`src/rtl/gpio_irq_pkg.sv`:
```
package gpio_irq_pkg;

    localparam int BUS_ADDR_W = 4;

    typedef logic [BUS_ADDR_W-1:0] reg_addr_t;

    // register map of the bank
    localparam reg_addr_t ADDR_DOUT   = 4'h0;
    localparam reg_addr_t ADDR_DIR    = 4'h1;
    localparam reg_addr_t ADDR_ALT    = 4'h2;
    localparam reg_addr_t ADDR_IMASK  = 4'h3;
    localparam reg_addr_t ADDR_SMASK  = 4'h4;
    localparam reg_addr_t ADDR_TTYPE  = 4'h5;
    localparam reg_addr_t ADDR_EPOL   = 4'h6;
    localparam reg_addr_t ADDR_LPOL   = 4'h7;
    localparam reg_addr_t ADDR_PINLVL = 4'h8;
    localparam reg_addr_t ADDR_STAT   = 4'h9;

endpackage

```
`src/rtl/gpio_bank_sync.sv`:
```
module gpio_bank_sync #(
    parameter int NPINS  = 16,
    parameter int STAGES = 2
) (
    input  logic             clk,
    input  logic             rst_n,
    input  logic [NPINS-1:0] pin_in,
    output logic [NPINS-1:0] level,
    output logic [NPINS-1:0] prev
);

    localparam int LAST = STAGES - 1;

    logic [STAGES-1:0][NPINS-1:0] stage_d, stage_q;
    logic [NPINS-1:0]             prev_d, prev_q;

    // first stage takes the raw pins, every later stage takes its neighbour
    assign stage_d[0] = pin_in;
    generate
        for (genvar s = 1; s < STAGES; s++) begin : g_chain
            assign stage_d[s] = stage_q[s-1];
        end
    endgenerate

    always_comb begin
        prev_d = stage_q[LAST];
    end

    always_ff @(posedge clk or negedge rst_n) begin
        if (!rst_n) begin
            stage_q <= '0;
            prev_q  <= '0;
        end else begin
            stage_q <= stage_d;
            prev_q  <= prev_d;
        end
    end

    assign level = stage_q[LAST];
    assign prev  = prev_q;

endmodule

```
`src/rtl/gpio_bank_detect.sv`:
```
module gpio_bank_detect #(
    parameter int NPINS = 16
) (
    input  logic [NPINS-1:0] level,
    input  logic [NPINS-1:0] prev,
    input  logic [NPINS-1:0] ttype,
    input  logic [NPINS-1:0] epol,
    input  logic [NPINS-1:0] lpol,
    output logic [NPINS-1:0] hit
);

    generate
        for (genvar p = 0; p < NPINS; p++) begin : g_pin
            logic rise_w;
            logic fall_w;
            logic edge_hit_w;
            logic lvl_hit_w;

            assign rise_w     = level[p] & ~prev[p];
            assign fall_w     = ~level[p] & prev[p];
            assign edge_hit_w = epol[p] ? rise_w : fall_w;
            assign lvl_hit_w  = lpol[p] ? level[p] : ~level[p];
            assign hit[p]     = ttype[p] ? edge_hit_w : lvl_hit_w;
        end
    endgenerate

endmodule

```
`src/rtl/gpio_bank_regs.sv`:
```
module gpio_bank_regs
    import gpio_irq_pkg::*;
#(
    parameter int NPINS = 16
) (
    input  logic             clk,
    input  logic             rst_n,
    input  logic             bus_wr,
    input  reg_addr_t        bus_addr,
    input  logic [NPINS-1:0] bus_wdata,
    output logic [NPINS-1:0] bus_rdata,
    input  logic [NPINS-1:0] pin_level,
    input  logic [NPINS-1:0] hit,
    output logic [NPINS-1:0] dout,
    output logic [NPINS-1:0] dir,
    output logic [NPINS-1:0] alt,
    output logic [NPINS-1:0] imask,
    output logic [NPINS-1:0] smask,
    output logic [NPINS-1:0] ttype,
    output logic [NPINS-1:0] epol,
    output logic [NPINS-1:0] lpol,
    output logic [NPINS-1:0] status,
    output logic             wake
);

    typedef struct packed {
        logic [NPINS-1:0] dout;
        logic [NPINS-1:0] dir;
        logic [NPINS-1:0] alt;
        logic [NPINS-1:0] imask;
        logic [NPINS-1:0] smask;
        logic [NPINS-1:0] ttype;
        logic [NPINS-1:0] epol;
        logic [NPINS-1:0] lpol;
        logic [NPINS-1:0] status;
        logic             wake;
    } bank_state_t;

    bank_state_t st_d, st_q;

    always_comb begin
        st_d = st_q;
        if (bus_wr) begin
            unique case (bus_addr)
                ADDR_DOUT:  st_d.dout   = bus_wdata;
                ADDR_DIR:   st_d.dir    = bus_wdata;
                ADDR_ALT:   st_d.alt    = bus_wdata;
                ADDR_IMASK: st_d.imask  = bus_wdata;
                ADDR_SMASK: st_d.smask  = bus_wdata;
                ADDR_TTYPE: st_d.ttype  = bus_wdata;
                ADDR_EPOL:  st_d.epol   = bus_wdata;
                ADDR_LPOL:  st_d.lpol   = bus_wdata;
                ADDR_STAT:  st_d.status = st_q.status & bus_wdata;
                default:    ;
            endcase
        end
        // a fresh detection outranks a clear landing on the same edge
        st_d.status = st_d.status | (hit & ~st_q.imask);
        st_d.wake   = |(hit & ~st_q.smask);
    end

    always_ff @(posedge clk or negedge rst_n) begin
        if (!rst_n) begin
            st_q       <= '0;
            st_q.imask <= '1;
            st_q.smask <= '1;
        end else begin
            st_q <= st_d;
        end
    end

    always_comb begin
        unique case (bus_addr)
            ADDR_DOUT:   bus_rdata = st_q.dout;
            ADDR_DIR:    bus_rdata = st_q.dir;
            ADDR_ALT:    bus_rdata = st_q.alt;
            ADDR_IMASK:  bus_rdata = st_q.imask;
            ADDR_SMASK:  bus_rdata = st_q.smask;
            ADDR_TTYPE:  bus_rdata = st_q.ttype;
            ADDR_EPOL:   bus_rdata = st_q.epol;
            ADDR_LPOL:   bus_rdata = st_q.lpol;
            ADDR_PINLVL: bus_rdata = pin_level;
            ADDR_STAT:   bus_rdata = st_q.status;
            default:     bus_rdata = '0;
        endcase
    end

    assign dout   = st_q.dout;
    assign dir    = st_q.dir;
    assign alt    = st_q.alt;
    assign imask  = st_q.imask;
    assign smask  = st_q.smask;
    assign ttype  = st_q.ttype;
    assign epol   = st_q.epol;
    assign lpol   = st_q.lpol;
    assign status = st_q.status;
    assign wake   = st_q.wake;

endmodule

```
`src/rtl/gpio_irq_bank.sv`:
```
module gpio_irq_bank
    import gpio_irq_pkg::*;
#(
    parameter int NPINS       = 16,
    parameter int SYNC_STAGES = 2
) (
    input  logic             clk,
    input  logic             rst_n,
    input  logic             bus_wr,
    input  logic [3:0]       bus_addr,
    input  logic [NPINS-1:0] bus_wdata,
    output logic [NPINS-1:0] bus_rdata,
    input  logic [NPINS-1:0] pin_in,
    output logic [NPINS-1:0] pin_out,
    output logic [NPINS-1:0] pin_oe,
    output logic [NPINS-1:0] alt_sel,
    output logic             irq_out,
    output logic             wake_req
);

    logic [NPINS-1:0] level_w, prev_w, hit_w;
    logic [NPINS-1:0] imask_w, smask_w, ttype_w, epol_w, lpol_w, status_w;
    logic             wake_w;

    gpio_bank_sync #(
        .NPINS  (NPINS),
        .STAGES (SYNC_STAGES)
    ) i_sync (
        .clk    (clk),
        .rst_n  (rst_n),
        .pin_in (pin_in),
        .level  (level_w),
        .prev   (prev_w)
    );

    gpio_bank_detect #(
        .NPINS (NPINS)
    ) i_detect (
        .level (level_w),
        .prev  (prev_w),
        .ttype (ttype_w),
        .epol  (epol_w),
        .lpol  (lpol_w),
        .hit   (hit_w)
    );

    gpio_bank_regs #(
        .NPINS (NPINS)
    ) i_regs (
        .clk       (clk),
        .rst_n     (rst_n),
        .bus_wr    (bus_wr),
        .bus_addr  (bus_addr),
        .bus_wdata (bus_wdata),
        .bus_rdata (bus_rdata),
        .pin_level (level_w),
        .hit       (hit_w),
        .dout      (pin_out),
        .dir       (pin_oe),
        .alt       (alt_sel),
        .imask     (imask_w),
        .smask     (smask_w),
        .ttype     (ttype_w),
        .epol      (epol_w),
        .lpol      (lpol_w),
        .status    (status_w),
        .wake      (wake_w)
    );

    assign irq_out  = |status_w;
    assign wake_req = wake_w;

endmodule

```
`config.mk`:
```
export PLATFORM = sky130hd
export DESIGN_NAME = gpio_irq_bank
export DESIGN_NICKNAME = d
export VERILOG_FILES = /design/src/rtl/gpio_irq_pkg.sv /design/src/rtl/gpio_bank_sync.sv /design/src/rtl/gpio_bank_detect.sv /design/src/rtl/gpio_bank_regs.sv /design/src/rtl/gpio_irq_bank.sv
export SDC_FILE = /design/constraint.sdc
export NUM_CORES = 1
export LEC_CHECK = 0
export ABC_AREA = 1
export BUFFER_PORTS_ARGS = -buffer_cell sky130_fd_sc_hd__buf_4
export CAP_MARGIN = 20
export CORE_MARGIN = 2
export CORE_UTILIZATION = 59
export DETAILED_ROUTE_END_ITERATION = 7
export GPL_TIMING_DRIVEN = 1
export PLACE_DENSITY = 0.88
export SETUP_SLACK_MARGIN = 0.1
export SYNTH_ARGS = -nofsm -noshare
export SYNTH_HDL_FRONTEND = slang
export SYNTH_SLANG_ARGS = --single-unit
```
`constraint.sdc`:
```
create_clock -name clk -period 1.7 [get_ports clk]
set_clock_uncertainty 0.05 [all_clocks]
set_input_delay 0.17 -clock clk [delete_from_list [all_inputs] [get_ports clk]]
set_output_delay 0.17 -clock clk [all_outputs]
set_load 0.01 [all_outputs]
```
==> flow_summary_export.csv <==
group,metric,value,unit
outcome,result_of_the_run,"finished with violations",
outcome,violations_in_the_final_reports,"setup timing",
power_and_ir_drop,ir_worst_vdd,0.897,mV
grt,grt_max_degree,45,
sta,timing_max_transition_violations_final,0,
power_and_ir_drop,power.share.switching,31.6,%
worst_setup_path,worst-r2r-cell-count,9,
synth,ys_types,23,
grt,first_global_vias,8390,
worst_setup_path,critical_path_buffers_and_inverters,1,
clock_network,worst_skew_pair.late_latency,0.45,ns
sta,max_freq,526,MHz
route,initialDrtViolationCount,1081,
synth,post_synth_inst_count,1009,
synth,share_of_the_yosys_chip_area_belonging_to_registers,56.7,%
synth,synthesis.yosys.warnings,0,
layout,final-instance-count-excl-fill,1411,
clock_network,cts.clk_slew.worst_paths,0.07,ns
route,wl_met3,3180,µm
placement,numPortBuffers,104,
synth,synth_async_sr_flop_share,100,%
worst_setup_path,setup.worst_path.start_class,"flop",
power_and_ir_drop,share_comb_of_total_power,22.4,%
hold_path,hold_class,"in -> async",
grt,wire_length_of_the_first_global_routing_pass,42100,µm
synth,ys.flop_type,"sky130_fd_sc_hd__dfrtp_1",
power_and_ir_drop,p_int,8.95,mW
placement,gpl.final_weighted_congestion,0.935,
route,detail_route.first_pass.iterations,6,
floorplanning,die_area,15500,µm²
sta,setup_viol,8,
sta,final_min_period_over_clock_period,112,%
route,routed_wirelength,28000,µm
route,highest-signal-layer,"met4",
synth,synthTopCellsByArea,"sky130_fd_sc_hd__dfrtp_1, sky130_fd_sc_hd__nand2_1, sky130_fd_sc_hd__dfstp_2",
power_and_ir_drop,total_switching_power,4.13,mW
synth,postSynthRegisterBits,193,
sta,final.min_clock_period,1.90,ns
grt,overflow,0,
worst_setup_path,worstReg2RegStart,"i_regs.epol[5]",
power_and_ir_drop,pwr-share-clk,31.3,%
route,dr_wl_met2,13200,µm
clock_network,cts_sink_cnt,193,
sta,worst_pin_slew,0.530,ns
synth,synth-edff-count,0,
clock_network,cts_tree,"built",
layout,nNetsFinal,1253,
worst_setup_path,arrival,1.68,ns
floorplanning,die_width,125,µm
synth,synthTopCellsByCount,"sky130_fd_sc_hd__nand2_1, sky130_fd_sc_hd__dfrtp_1, sky130_fd_sc_hd__inv_1, sky130_fd_sc_hd__o21ai_0, sky130_fd_sc_hd__nand3_1",
route,final_antenna_net_count,0,
sta,slew_headroom,64.7,%
run,maxCapViolations,0,
worst_setup_path,cell_family_contributing_the_most_delay_on_the_critical_path,"simple AND/OR/NAND/NOR gates",
clock_network,number_of_buffers_created_by_cts,17,
power_and_ir_drop,power_per_cell_area,1160,nW/µm²
placement,dp.cells,1296,
synth,mappedNetlistNets,1048,
layout,final_core_util,78.4,%
worst_setup_path,reg2reg_setup_slack,0.10,ns
worst_setup_path,critical_path.reg2reg.endpoint,"i_regs.wake",
route,vias,8673,
layout,insertedDiodeCount,0,
floorplanning,placeableCoreArea,14400,µm²
floorplanning,placementRows,44,
floorplanning,die_height,125,µm
synth,synth_top_area_share,46.9,%
sta,fin_worst_hold_slack,0.180,ns
synth,syn_area,8590,µm²
worst_setup_path,critical-path-max-stage-delay,0.44,ns
layout,share_of_final_layout_standard_cells_stronger_than_drive_strength_1,29.0,%
route,drt_drc_violations_left,0,
route,detailed_route_wire_length_on_metal_1,9700,µm
grt,grt_use_total,34.6,%
synth,netlist.top_cell.by_area,"sky130_fd_sc_hd__dfrtp_1",
worst_setup_path,critical_path.slowest_cell,"sky130_fd_sc_hd__dfrtp_1",
power_and_ir_drop,leakage,5.49,nW
route,routedWlPerCell,19.9,µm
worst_setup_path,cp_max_fo,3,
worst_setup_path,critical_path_required,1.48,ns
clock_network,cts-htree-levels,4,
sta,grt_setup_unrepaired,"true",
synth,most_used_standard_cell_by_instance_count_after_synthesis,"sky130_fd_sc_hd__nand2_1",
worst_setup_path,endpoint_kind,"output port",
route,detail_route.vias_per_cell,6.15,
worst_setup_path,cp_cell_sequence,"nor4_4 -> nand4_1 -> buf_4",
floorplanning,pin_count,105,
placement,hpwl,16500,µm
grt,antenna_found_initial,0,
clock_network,clock-root-buffer,"sky130_fd_sc_hd__clkbuf_16",
clock_network,clock_path_buffers,2,
layout,area.growth.synth_to_final,31.1,%
floorplanning,start_util,59.8,%
power_and_ir_drop,power_frac_seq,46.2,%
sta,setup_total_negative_slack,-0.567,ns
synth,post_synth.cell_area_avg,8.52,µm²
worst_setup_path,critPathKind,"reg -> out",
sta,report.final.hold_viol_count,0,
sta,final.setup.worst_slack,-0.200,ns
[layout by cell type (no fill, tap or decap), drive strengths merged]
master	synthesis	layout
dfstp	32	32
inv	126	131
nand4	17	17
nor2	42	42
clkinvlp	0	1
nor4	4	4
nand3	81	81
a21oi	4	4
clkbuf	10	19
dlygate4sd3	0	33
o21ai	183	183
nand2	294	294
buf	26	188
o22ai	29	29
bufinv	0	2
clkinv	0	6
dfrtp	161	161
[timing repair]
item | CTS | global route
resized for setup | 44 | 39
hold buffers | 33 | 0
setup buffers | 24 | 26
endpoints found under the hold margin | 173 | 0
pin swaps | 45 | 33
setup endpoints to repair | 17 | 18
gates cloned | 0 | 0
[logic make-up (layout without fill, tap and decap cells)]
| logic type | count (synthesis) | in the layout | synth area share (%) |
|---|---|---|---|
| flip-flops | 193 | 193 | 56.7 |
| AND/OR/NAND/NOR | 438 | 438 | 21.4 |
| AO/OA/AOI/OAI | 216 | 216 | 13.8 |
| buffers and inverters | 162 | 380 | 8.07 |
[how the worst max path moves through the flow]
| stage | from | endpoint | slack (ns) | cells after the start |
|---|---|---|---|---|
| 3_5_place_dp | bus_addr[3] | i_regs.status[2] | -0.03 | 9 |
| 4_1_cts | i_regs.status[6] | irq_out | -0.12 | 3 |
| 6_report | i_regs.status[2] | irq_out | -0.20 | 3 |
| 5_1_grt | i_regs.status[9] | irq_out | -0.21 | 3 |
| 2_1_floorplan | bus_addr[2] | bus_rdata[10] | 0.49 | 7 |
| 3_3_place_gp | bus_addr[3] | i_regs.status[2] | 0.07 | 9 |
[final cells by class]
type / count / area (µm²)
tap: 184 / 230
timing repair buffer: 222 / 1900
sequential: 193 / 4880
multi-input combinational: 654 / 3200
fill: 829 / 3100
clock inverter: 14 / 154
clock buffer: 18 / 439
inverter: 126 / 475
[power by group through the flow]
| stage | combinational (mW) | sequential (mW) | clock [mW] |
|---|---|---|---|
| 3_5_place_dp | 2.39 | 6.05 | 0 |
| 6_report | 2.93 | 6.05 | 4.10 |
| 2_1_floorplan | 1.27 | 6.00 | 0 |
| 3_3_place_gp | 2.27 | 6.02 | 0 |
| 5_1_grt | 3.21 | 6.12 | 4.31 |
| 4_1_cts | 2.63 | 5.99 | 4.07 |
[per-layer routing]
layer	up-vias	GRT usage (%)
li1	3684	-
met1	4095	42.7
met2	688	54.5
met3	206	8.63
met4	0	22.3
met5	-	0
[registers in the layout, summed over array words and instances (netlist names)]
signal          cells
i_regs.alt         16
i_regs.status      16
i_sync.stage_d     16
i_regs.imask       16
i_regs.smask       16
i_sync.level       16
i_regs.wake         1
i_regs.ttype       16
i_sync.prev        16
i_regs.dout        16
i_regs.epol        16
i_regs.lpol        16
i_regs.dir         16
[stage by stage]
step / worst slack [ns] / instance area (µm²) / total power, mW
global placement: 0.0746 / 9790 / 8.29
floorplan: 0.487 / 8590 / 7.27
global route: -0.213 / 11300 / 13.6
finish: -0.200 / 11300 / 13.1
detailed placement: -0.0296 / 9790 / 8.44
CTS: -0.119 / 11000 / 12.7
Note: power is estimated with default switching activity, not from simulation.
